## src/rtl/epo_pkg.sv

```systemverilog
`timescale 1ns/1ps
package epo_pkg;

    typedef enum logic [1:0] {
        ST_IDLE = 2'd0,
        ST_LOW  = 2'd1,
        ST_GAP  = 2'd2
    } epo_state_e;

endpackage

```

## src/rtl/epo_width_sel.sv

```systemverilog
`timescale 1ns/1ps
// Maps a rate code to (pulse width - 1), width = 2^e with e clamped.
module epo_width_sel #(
    parameter int RATE_W   = 24,
    parameter int REF_LOG2 = 23,
    parameter int MIN_LOG2 = 3,
    parameter int MAX_LOG2 = 6,
    localparam int CNT_W   = MAX_LOG2
) (
    input  logic [RATE_W-1:0] rate,
    output logic [CNT_W-1:0]  width_m1
);

    int top_bit;
    int expo;

    always_comb begin
        top_bit = -1;
        for (int i = 0; i < RATE_W; i++) begin
            if (rate[i]) top_bit = i;
        end
        if (top_bit < 0) begin
            expo = MAX_LOG2;
        end else begin
            expo = REF_LOG2 - top_bit;
        end
        if (expo > MAX_LOG2) expo = MAX_LOG2;
        if (expo < MIN_LOG2) expo = MIN_LOG2;
        width_m1 = CNT_W'((1 << expo) - 1);
    end

endmodule

```

## src/rtl/epo_accum.sv

```systemverilog
`timescale 1ns/1ps
// Signed energy accumulator: adds scaled samples, pays out one quantum per pulse.
module epo_accum #(
    parameter int E_W    = 16,
    parameter int RATE_W = 24,
    parameter int QLOG   = 32,
    localparam int PROD_W = E_W + RATE_W + 1,
    localparam int ACC_W  = E_W + RATE_W + 2
) (
    input  logic                     clk,
    input  logic                     rst_n,
    input  logic                     sample_stb,
    input  logic signed [E_W-1:0]    energy,
    input  logic [RATE_W-1:0]        rate,
    input  logic                     take,
    output logic                     has_pos,
    output logic                     has_neg
);

    localparam logic [ACC_W-1:0] QUANT = {{(ACC_W-1){1'b0}}, 1'b1} << QLOG;

    typedef struct packed {
        logic signed [ACC_W-1:0] acc;
    } acc_t;

    acc_t cur_q, nxt_d;

    logic signed [PROD_W-1:0] prod;
    logic signed [ACC_W-1:0]  add_v;
    logic signed [ACC_W-1:0]  sub_v;
    logic signed [ACC_W-1:0]  q_pos;
    logic signed [ACC_W-1:0]  q_neg;

    assign q_pos = $signed(QUANT);
    assign q_neg = -q_pos;
    assign prod  = $signed({{(RATE_W+1){energy[E_W-1]}}, energy})
                 * $signed({{E_W{1'b0}}, 1'b0, rate});

    assign has_pos = (cur_q.acc >= q_pos);
    assign has_neg = (cur_q.acc <= q_neg);

    always_comb begin
        nxt_d = cur_q;
        add_v = sample_stb ? {{(ACC_W-PROD_W){prod[PROD_W-1]}}, prod} : '0;
        if (take) begin
            sub_v = cur_q.acc[ACC_W-1] ? q_neg : q_pos;
        end else begin
            sub_v = '0;
        end
        nxt_d.acc = cur_q.acc + add_v - sub_v;
    end

    always_ff @(posedge clk or negedge rst_n) begin
        if (!rst_n) begin
            cur_q <= '{acc: '0};
        end else begin
            cur_q <= nxt_d;
        end
    end

endmodule

```

## src/rtl/epo_pulse_out.sv

```systemverilog
`timescale 1ns/1ps
// Energy-to-pulse output: accumulator, width select and pulse sequencer.
module epo_pulse_out #(
    parameter int E_W      = 16,
    parameter int RATE_W   = 24,
    parameter int QLOG     = 32,
    parameter int REF_LOG2 = 23,
    parameter int MIN_LOG2 = 3,
    parameter int MAX_LOG2 = 6
) (
    input  logic                  clk,
    input  logic                  rst_n,
    input  logic                  sample_stb,
    input  logic signed [E_W-1:0] energy_in,
    input  logic [RATE_W-1:0]     rate_code,
    output logic                  pulse_n,
    output logic                  dir_n
);
    import epo_pkg::*;

    localparam int CNT_W = MAX_LOG2;

    typedef struct packed {
        epo_state_e       st;
        logic [CNT_W-1:0] cnt;
        logic [CNT_W-1:0] wm1;
        logic             neg;
    } ctl_t;

    ctl_t ctl_q, ctl_d;

    logic             has_pos;
    logic             has_neg;
    logic             ready;
    logic             start;
    logic [CNT_W-1:0] wsel_m1;

    epo_accum #(
        .E_W    (E_W),
        .RATE_W (RATE_W),
        .QLOG   (QLOG)
    ) u_accum (
        .clk        (clk),
        .rst_n      (rst_n),
        .sample_stb (sample_stb),
        .energy     (energy_in),
        .rate       (rate_code),
        .take       (start),
        .has_pos    (has_pos),
        .has_neg    (has_neg)
    );

    epo_width_sel #(
        .RATE_W   (RATE_W),
        .REF_LOG2 (REF_LOG2),
        .MIN_LOG2 (MIN_LOG2),
        .MAX_LOG2 (MAX_LOG2)
    ) u_width (
        .rate     (rate_code),
        .width_m1 (wsel_m1)
    );

    always_comb begin
        ctl_d = ctl_q;
        ready = (ctl_q.st == ST_IDLE) ||
                ((ctl_q.st == ST_GAP) && (ctl_q.cnt == '0));
        start = ready && (has_pos || has_neg);
        if (start) begin
            ctl_d.st  = ST_LOW;
            ctl_d.cnt = wsel_m1;
            ctl_d.wm1 = wsel_m1;
            ctl_d.neg = has_neg;
        end else begin
            case (ctl_q.st)
                ST_LOW: begin
                    if (ctl_q.cnt == '0) begin
                        ctl_d.st  = ST_GAP;
                        ctl_d.cnt = ctl_q.wm1;
                    end else begin
                        ctl_d.cnt = ctl_q.cnt - 1'b1;
                    end
                end
                ST_GAP: begin
                    if (ctl_q.cnt == '0) begin
                        ctl_d.st = ST_IDLE;
                    end else begin
                        ctl_d.cnt = ctl_q.cnt - 1'b1;
                    end
                end
                default: ctl_d.st = ST_IDLE;
            endcase
        end
    end

    always_ff @(posedge clk or negedge rst_n) begin
        if (!rst_n) begin
            ctl_q <= '{st: ST_IDLE, cnt: '0, wm1: '0, neg: 1'b0};
        end else begin
            ctl_q <= ctl_d;
        end
    end

    assign pulse_n = (ctl_q.st != ST_LOW);
    assign dir_n   = !((ctl_q.st == ST_LOW) && ctl_q.neg);

endmodule

```

## config.mk

```make
export PLATFORM = sky130hd
export DESIGN_NAME = epo_pulse_out
export DESIGN_NICKNAME = d
export VERILOG_FILES = /design/src/rtl/epo_pkg.sv /design/src/rtl/epo_width_sel.sv /design/src/rtl/epo_accum.sv /design/src/rtl/epo_pulse_out.sv
export SDC_FILE = /design/constraint.sdc
export NUM_CORES = 1
export LEC_CHECK = 0
export BUFFER_PORTS_ARGS = -buffer_cell sky130_fd_sc_hd__buf_2
export CAP_MARGIN = 20
export CORE_MARGIN = 1
export CORE_UTILIZATION = 45
export CTS_CLUSTER_DIAMETER = 100
export DETAILED_ROUTE_END_ITERATION = 10
export SYNTH_ARGS = -nofsm -noshare
export SYNTH_HDL_FRONTEND = slang
export SYNTH_SLANG_ARGS = --single-unit
```

## constraint.sdc

```tcl
create_clock -name clk -period 5.8 [get_ports clk]
set_clock_uncertainty 0.15 [all_clocks]
set_input_delay 0.29 -clock clk [delete_from_list [all_inputs] [get_ports clk]]
set_output_delay 0.29 -clock clk [all_outputs]
set_load 0.02 [all_outputs]
```

==> results.sh, run 1 <==
export IMPL_status="finished, violations left"
export IMPL_violations="negative setup slack"
export IMPL_insertion_delay_ns=0.33
export IMPL_die_w_um=204
export IMPL_htreeDepth=3
export IMPL_gp_congestion=0.898
export IMPL_clk_path_buf_depth=2
export IMPL_ant_nets=0
export IMPL_multiInputGateArea_mm2=0.0164
export IMPL_mostFrequentLayoutCell="inv_1"
export IMPL_cts_root_buf="clkbuf_16"
export IMPL_fin_nets=3116
export IMPL_clock_sinks=57
export IMPL_cts_clk_slew_worst_paths_ns=0.05
export IMPL_met3_length_um=2850
export IMPL_synth_area_mm2=0.0184
export IMPL_critPathKind="input pin to register"
export IMPL_maxCapViolations=0
export IMPL_synthArstFlopShare_pct=100
export IMPL_cp_common_cell="fa_1"
export IMPL_fmax_mhz=128
export IMPL_hold_slack_ns=0.330
export IMPL_yosys_warnings=0
export IMPL_met2_wirelength_um=25000
export IMPL_dp_cells=2993
export IMPL_crit_slowest_cell="fa_1"
export IMPL_grt_overflow=0
export IMPL_required_ns=5.89
export IMPL_wl_um=52800
export IMPL_syn_nets=2763
export IMPL_slew_headroom_pct=48.5
export IMPL_syn_inst=2190
export IMPL_antenna_found_initial=0
export IMPL_regToRegSetupSlack_ns=1.29
export IMPL_ys_seq_area_share_pct=7.74
export IMPL_cts_tree="built"
export IMPL_routed_top_layer="met4"
export IMPL_areaGrowthSynthToFinish_pct=32.5
export IMPL_grt_usage_pct=26.7
export IMPL_crit_fanout=5
export IMPL_arrival_ns=7.90
export IMPL_met1_length_um=23300
export IMPL_hold_violations=0
export IMPL_synth_seq_cells=57
export IMPL_grt_pass1_wl_um=88100
export IMPL_crit_path_end_kind="register"
export IMPL_synth_cell_types=76
export IMPL_rows=73
export IMPL_finalNonFillerCells=3073
export IMPL_avgSynthCellArea_um2=8.42
export IMPL_portBuffers=44
export IMPL_hold_path_class="register to register"
export IMPL_synthFlopType="dfrtp_1"
export IMPL_startpoint_type="input pin"
export IMPL_first_pass_iters=5
export IMPL_setup_violations=33
export IMPL_fill_cells=3330
export IMPL_initial_core_util_pct=46.0
export IMPL_dp_hpwl_um=43300
export IMPL_fin_crit_sh_pct=135
export IMPL_drive_gt1_share_pct=29.6
export IMPL_grt_max_degree=58
export IMPL_num_vias=16000
export IMPL_drc_errors=0
export IMPL_rsz0062_at_grt="true"
export IMPL_timing_final_ws_setup_ns=-2.01
export IMPL_fin_crit_ns=7.81
export IMPL_drv_slew=0
export IMPL_seq_area_mm2=0.00143
export IMPL_core_area_mm2=0.0401
export IMPL_drt_iter0_drc=894
export IMPL_worst_slew_pin_slew_ns=0.773
export IMPL_die_height_um=204
export IMPL_avgViaCountPerCell=5.20
export IMPL_die_area_mm2=0.0418
export IMPL_final_cell_mix="456 x inv_1, 343 x buf_4, 294 x fa_1, 276 x nand2_1, 165 x ha_1"
export IMPL_wl_per_cell_um=17.2
export IMPL_synth_edff_count=0
export IMPL_grt_pass1_vias=17100
export IMPL_n_antenna_cell=0
export IMPL_io_pins=45
export IMPL_cts_buffers=9
export IMPL_slowest_delay_ns=0.52
==> registers in the layout, summed over array words and instances (netlist names) <==
name and cells:
ctl_q 15, u_accum.cur_q 42
==> synth_stat cells, types with 3 or more instances <==
| cell | n | share of area [%] |
|---|---|---|
| a211o_1 | 6 | 0.29 |
| a211oi_1 | 5 | 0.20 |
| a21o_1 | 31 | 1.3 |
| a21oi_1 | 77 | 2.1 |
| a221o_1 | 3 | 0.16 |
| a221oi_1 | 4 | 0.19 |
| a311oi_1 | 3 | 0.14 |
| a31oi_1 | 8 | 0.27 |
| a41oi_1 | 3 | 0.14 |
| and2_1 | 126 | 4.3 |
| and3_1 | 11 | 0.37 |
| clkbuf_1 | 87 | 1.8 |
| dfrtp_1 | 57 | 7.7 |
| fa_1 | 315 | 34 |
| ha_1 | 215 | 15 |
| inv_1 | 499 | 10 |
| mux2_2 | 5 | 0.31 |
| mux2i_1 | 5 | 0.27 |
| nand2_1 | 320 | 6.5 |
| nand2b_1 | 35 | 1.2 |
| nand3_1 | 28 | 0.76 |
| nand3b_1 | 6 | 0.24 |
| nand4_1 | 13 | 0.44 |
| nor2_1 | 47 | 0.96 |
| nor2b_1 | 9 | 0.31 |
| nor3_1 | 24 | 0.65 |
| nor3b_1 | 4 | 0.16 |
| nor4_1 | 16 | 0.54 |
| nor4_2 | 3 | 0.20 |
| o2111ai_1 | 5 | 0.24 |
| o211ai_1 | 10 | 0.41 |
| o211ai_2 | 3 | 0.20 |
| o21a_1 | 11 | 0.45 |
| o21ai_0 | 46 | 1.2 |
| o21ai_1 | 7 | 0.19 |
| o21bai_1 | 10 | 0.41 |
| o311ai_0 | 3 | 0.14 |
| o31ai_1 | 8 | 0.33 |
| or3_1 | 7 | 0.24 |
| or4_1 | 5 | 0.20 |
| xnor2_1 | 47 | 2.2 |
| xor2_1 | 20 | 0.95 |
==> repair_timing <==
action | CTS | global route
resized for setup | 262 | 100
endpoints found under the hold margin | 10 | 0
setup buffers | 49 | 17
setup endpoints to repair | 34 | 34
hold buffers | 1 | 0
cloned | 2 | 0
pin swaps | 140 | 82
==> layer usage <==
metal / vias up / global-route usage (%)
met1: 7957 / 36.6
li1: 7515 / -
met4: 0 / 8.21
met3: 84 / 3.57
met2: 429 / 43.7
met5: - / 0
==> worst max-delay path, delay by kind of cell <==
kind	cells	cell delay, ns
fa+ha+maj	9	3.71
buf+inv	10	0.75
simple gates	8	1.12
xor+xnor	1	0.19
compound gates	10	1.82
==> final timing paths <==
kind	startpoint	to	depth (start not counted)
max	energy_in[5]	u_accum.cur_q[39]	38
min	ctl_q[2]	ctl_q[2]	2
max reg2reg	u_accum.cur_q[27]	u_accum.cur_q[39]	17
min reg2reg	ctl_q[2]	ctl_q[2]	2
max in group asynchronous	rst_n	u_accum.cur_q[2]	3
min in group asynchronous	rst_n	ctl_q[13]	3
==> final cells by class <==
class / instances / share of cell area [%]
multi-input cells: 1541 / 67.1
repair buffers: 434 / 15.4
inverters: 500 / 7.71
flip-flops and latches: 57 / 5.84
well taps: 525 / 2.69
clock buffers: 14 / 1.12
clock inverters: 2 / 0.143
==> cell families (layout without fill, tap and decap cells) <==
logic type,count (synthesis),count (layout),share of synthesized area (%)
AOI/OAI and AO/OA,262,262,9.39
buffers and inverters,592,950,12.1
DFF,57,57,7.74
muxes,11,11,0.699
and+or+nand+nor,671,671,18.1
xor gates and xnor gates,67,67,3.18
adders and majority gates,530,530,48.8
==> through the flow <==
step	worst slack (ns)	cell area [um^2]	TNS, ns	utilization (%)
global placement	-2.75	22100	-64.30	55.1
detailed placement	-2.84	22100	-66.11	55.1
CTS	-2.00	23900	-42.63	59.6
global route	-2.26	24400	-55.06	60.9
finish	-2.01	24400	-46.92	60.9
floorplan	-2.00	19600	-36.36	-
Power of run 1 is not shown: default switching activity piles up to over one toggle a cycle in this logic, so the estimate is an artifact.
==> run 2, diff against run 1 <==
Settings changed: CORE_UTILIZATION 45 to 48.
==> run 2 against run 1 <==
  * Via count fell by 0.17%
  * The flow finishes with violations (negative hold slack, negative setup slack)
  * Sequential share of layout area barely moved
  * Worst setup slack got worse by 0.017 ns
  * Critical path depth did not move
  * Die area fell by 6.2%
  * Critical path type unchanged
  * Register-to-register slack got worse by 0.06 ns
  * Maximum frequency fell by 0.22%
  * Non-clock buffer count rose by 13
  * Sequential cell count did not move
==> results.sh, run 2 (same netlist as run 1, synthesis figures left out) <==
export IMPL_fin_crit_sh_pct=135
export IMPL_maxCapViolations=0
export IMPL_wl_um=53000
export IMPL_drc_errors=0
export IMPL_grt_overflow=0
export IMPL_avgViaCountPerCell=5.19
export IMPL_drt_iter0_drc=936
export IMPL_num_vias=16000
export IMPL_core_area_mm2=0.0378
export IMPL_required_ns=5.91
export IMPL_design_area_mm2=0.0246
export IMPL_rsz0062_at_grt="true"
export IMPL_slew_headroom_pct=45.6
export IMPL_critPathKind="input pin to register"
export IMPL_cts_tree="built"
export IMPL_hold_violations=28
export IMPL_crit_path_end_kind="register"
export IMPL_placed_cell_area_mm2=0.0222
export IMPL_ant_nets=0
export IMPL_reg_top3="u_accum.cur_q x42, ctl_q x15"
export IMPL_startpoint_type="input pin"
export IMPL_rows=71
export IMPL_fin_crit_ns=7.83
export IMPL_timing_final_ws_setup_ns=-2.03
export IMPL_setup_violations=32
export IMPL_violations="negative hold slack, negative setup slack"
export IMPL_tns_ns=-45.21
export IMPL_grt_usage_pct=28.7
export IMPL_slowest_delay_ns=0.54
export IMPL_status="finished, violations left"
export IMPL_cts_root_buf="clkbuf_16"
export IMPL_cts_buffers=9
export IMPL_crit_slowest_cell="fa_1"
export IMPL_die_height_um=198
export IMPL_final_cell_mix="454 x inv_1, 339 x buf_4, 295 x fa_1, 286 x nand2_1, 165 x ha_1"
export IMPL_io_pins=45
export IMPL_hold_path_class="input pin to asynchronous set/reset pin"
export IMPL_holdBufCountCts=0
export IMPL_dp_hpwl_um=43600
export IMPL_die_area_mm2=0.0392
export IMPL_grt_max_degree=58
export IMPL_dp_cells=2990
export IMPL_grt_pass1_wl_um=88800
export IMPL_antenna_found_initial=2
export IMPL_arrival_ns=7.94
export IMPL_drv_slew=0
export IMPL_areaGrowthSynthToFinish_pct=33.3
export IMPL_first_pass_iters=5
export IMPL_finalNonFillerCells=3072
export IMPL_clk_path_buf_depth=2
export IMPL_worst_slew_pin_slew_ns=0.816
export IMPL_gp_congestion=0.894
export IMPL_wl_per_cell_um=17.3
export IMPL_largest_reg_flops=42
export IMPL_htreeDepth=3
export IMPL_fin_nets=3129
export IMPL_initial_core_util_pct=48.8
export IMPL_clock_sinks=57
export IMPL_cp_common_cell="fa_1"
export IMPL_hold_slack_ns=-0.0700
export IMPL_insertion_delay_ns=0.34
export IMPL_portBuffers=44
export IMPL_die_w_um=198
export IMPL_n_antenna_cell=0
export IMPL_fill_cells=3101
export IMPL_mostFrequentLayoutCell="inv_1"
export IMPL_cts_clk_slew_worst_paths_ns=0.06
export IMPL_crit_fanout=7
export IMPL_drive_gt1_share_pct=30.2
export IMPL_regMostFlops="u_accum.cur_q"
export IMPL_fmax_mhz=128
export IMPL_grt_pass1_vias=17100
run 2: cell count changes in the layout (fill, tap and decap cells not counted), moves of 4 or more:
cell      before  now
buf_4        343  339
nand2_1      276  286
nand2_2       30   18
clkbuf_4       0    4
buf_6         48   67
o21ai_2       15   10
nand3_2        4    8
run 2: final cells by class:
type | instances | area (um^2) | share of cell area, %
multi-input combinational | 1541 | 16500 | 67.0
timing repair buffer | 447 | 3910 | 15.9
inverter | 500 | 1880 | 7.66
sequential | 57 | 1430 | 5.80
tap | 511 | 639 | 2.60
clock buffer | 12 | 236 | 0.962
clock inverter | 4 | 20.0 | 0.0815
run 2: critical path, delay by kind of cell:
kind,cells,cell delay [ns]
compound gates,14,2.47
xor+xnor,2,0.30
fa+ha+maj,9,3.70
buf+inv,10,0.88
simple gates,3,0.25
run 2: layer usage:
| layer | routed length [um] | global-route usage (%) |
|---|---|---|
| met1 | 23900 | 40.4 |
| met3 | 2490 | 2.91 |
| met4 | 962 | 6.75 |
| met2 | 25600 | 47.5 |
| met5 | 19 | 0 |
run 2: worst paths after layout:
check | startpoint | to | slack, ns | cells after the start
setup / recovery | energy_in[5] | u_accum.cur_q[40] | -2.03 | 38
hold / removal | rst_n | ctl_q[14] | -0.07 | 2
setup reg to reg | u_accum.cur_q[21] | u_accum.cur_q[39] | 1.23 | 17
hold reg to reg | ctl_q[4] | ctl_q[4] | 0.32 | 1
max in group asynchronous | rst_n | u_accum.cur_q[5] | 4.98 | 2
min in group clk | ctl_q[4] | ctl_q[4] | 0.32 | 1
run 2: stage by stage:
step	util (%)	worst slack [ns]
2_1_floorplan	-	-2.00
3_3_place_gp	58.7	-2.72
3_5_place_dp	58.7	-2.78
4_1_cts	63.2	-2.02
5_1_grt	65.1	-2.29
6_report	65.1	-2.03
run 2: repair_timing:
action	in CTS	in global routing
setup buffers	38	28
pin swaps	114	119
setup endpoints to repair	33	33
gates cloned	3	1
gates resized for setup	261	124
Power of run 2 is left out for the same reason.
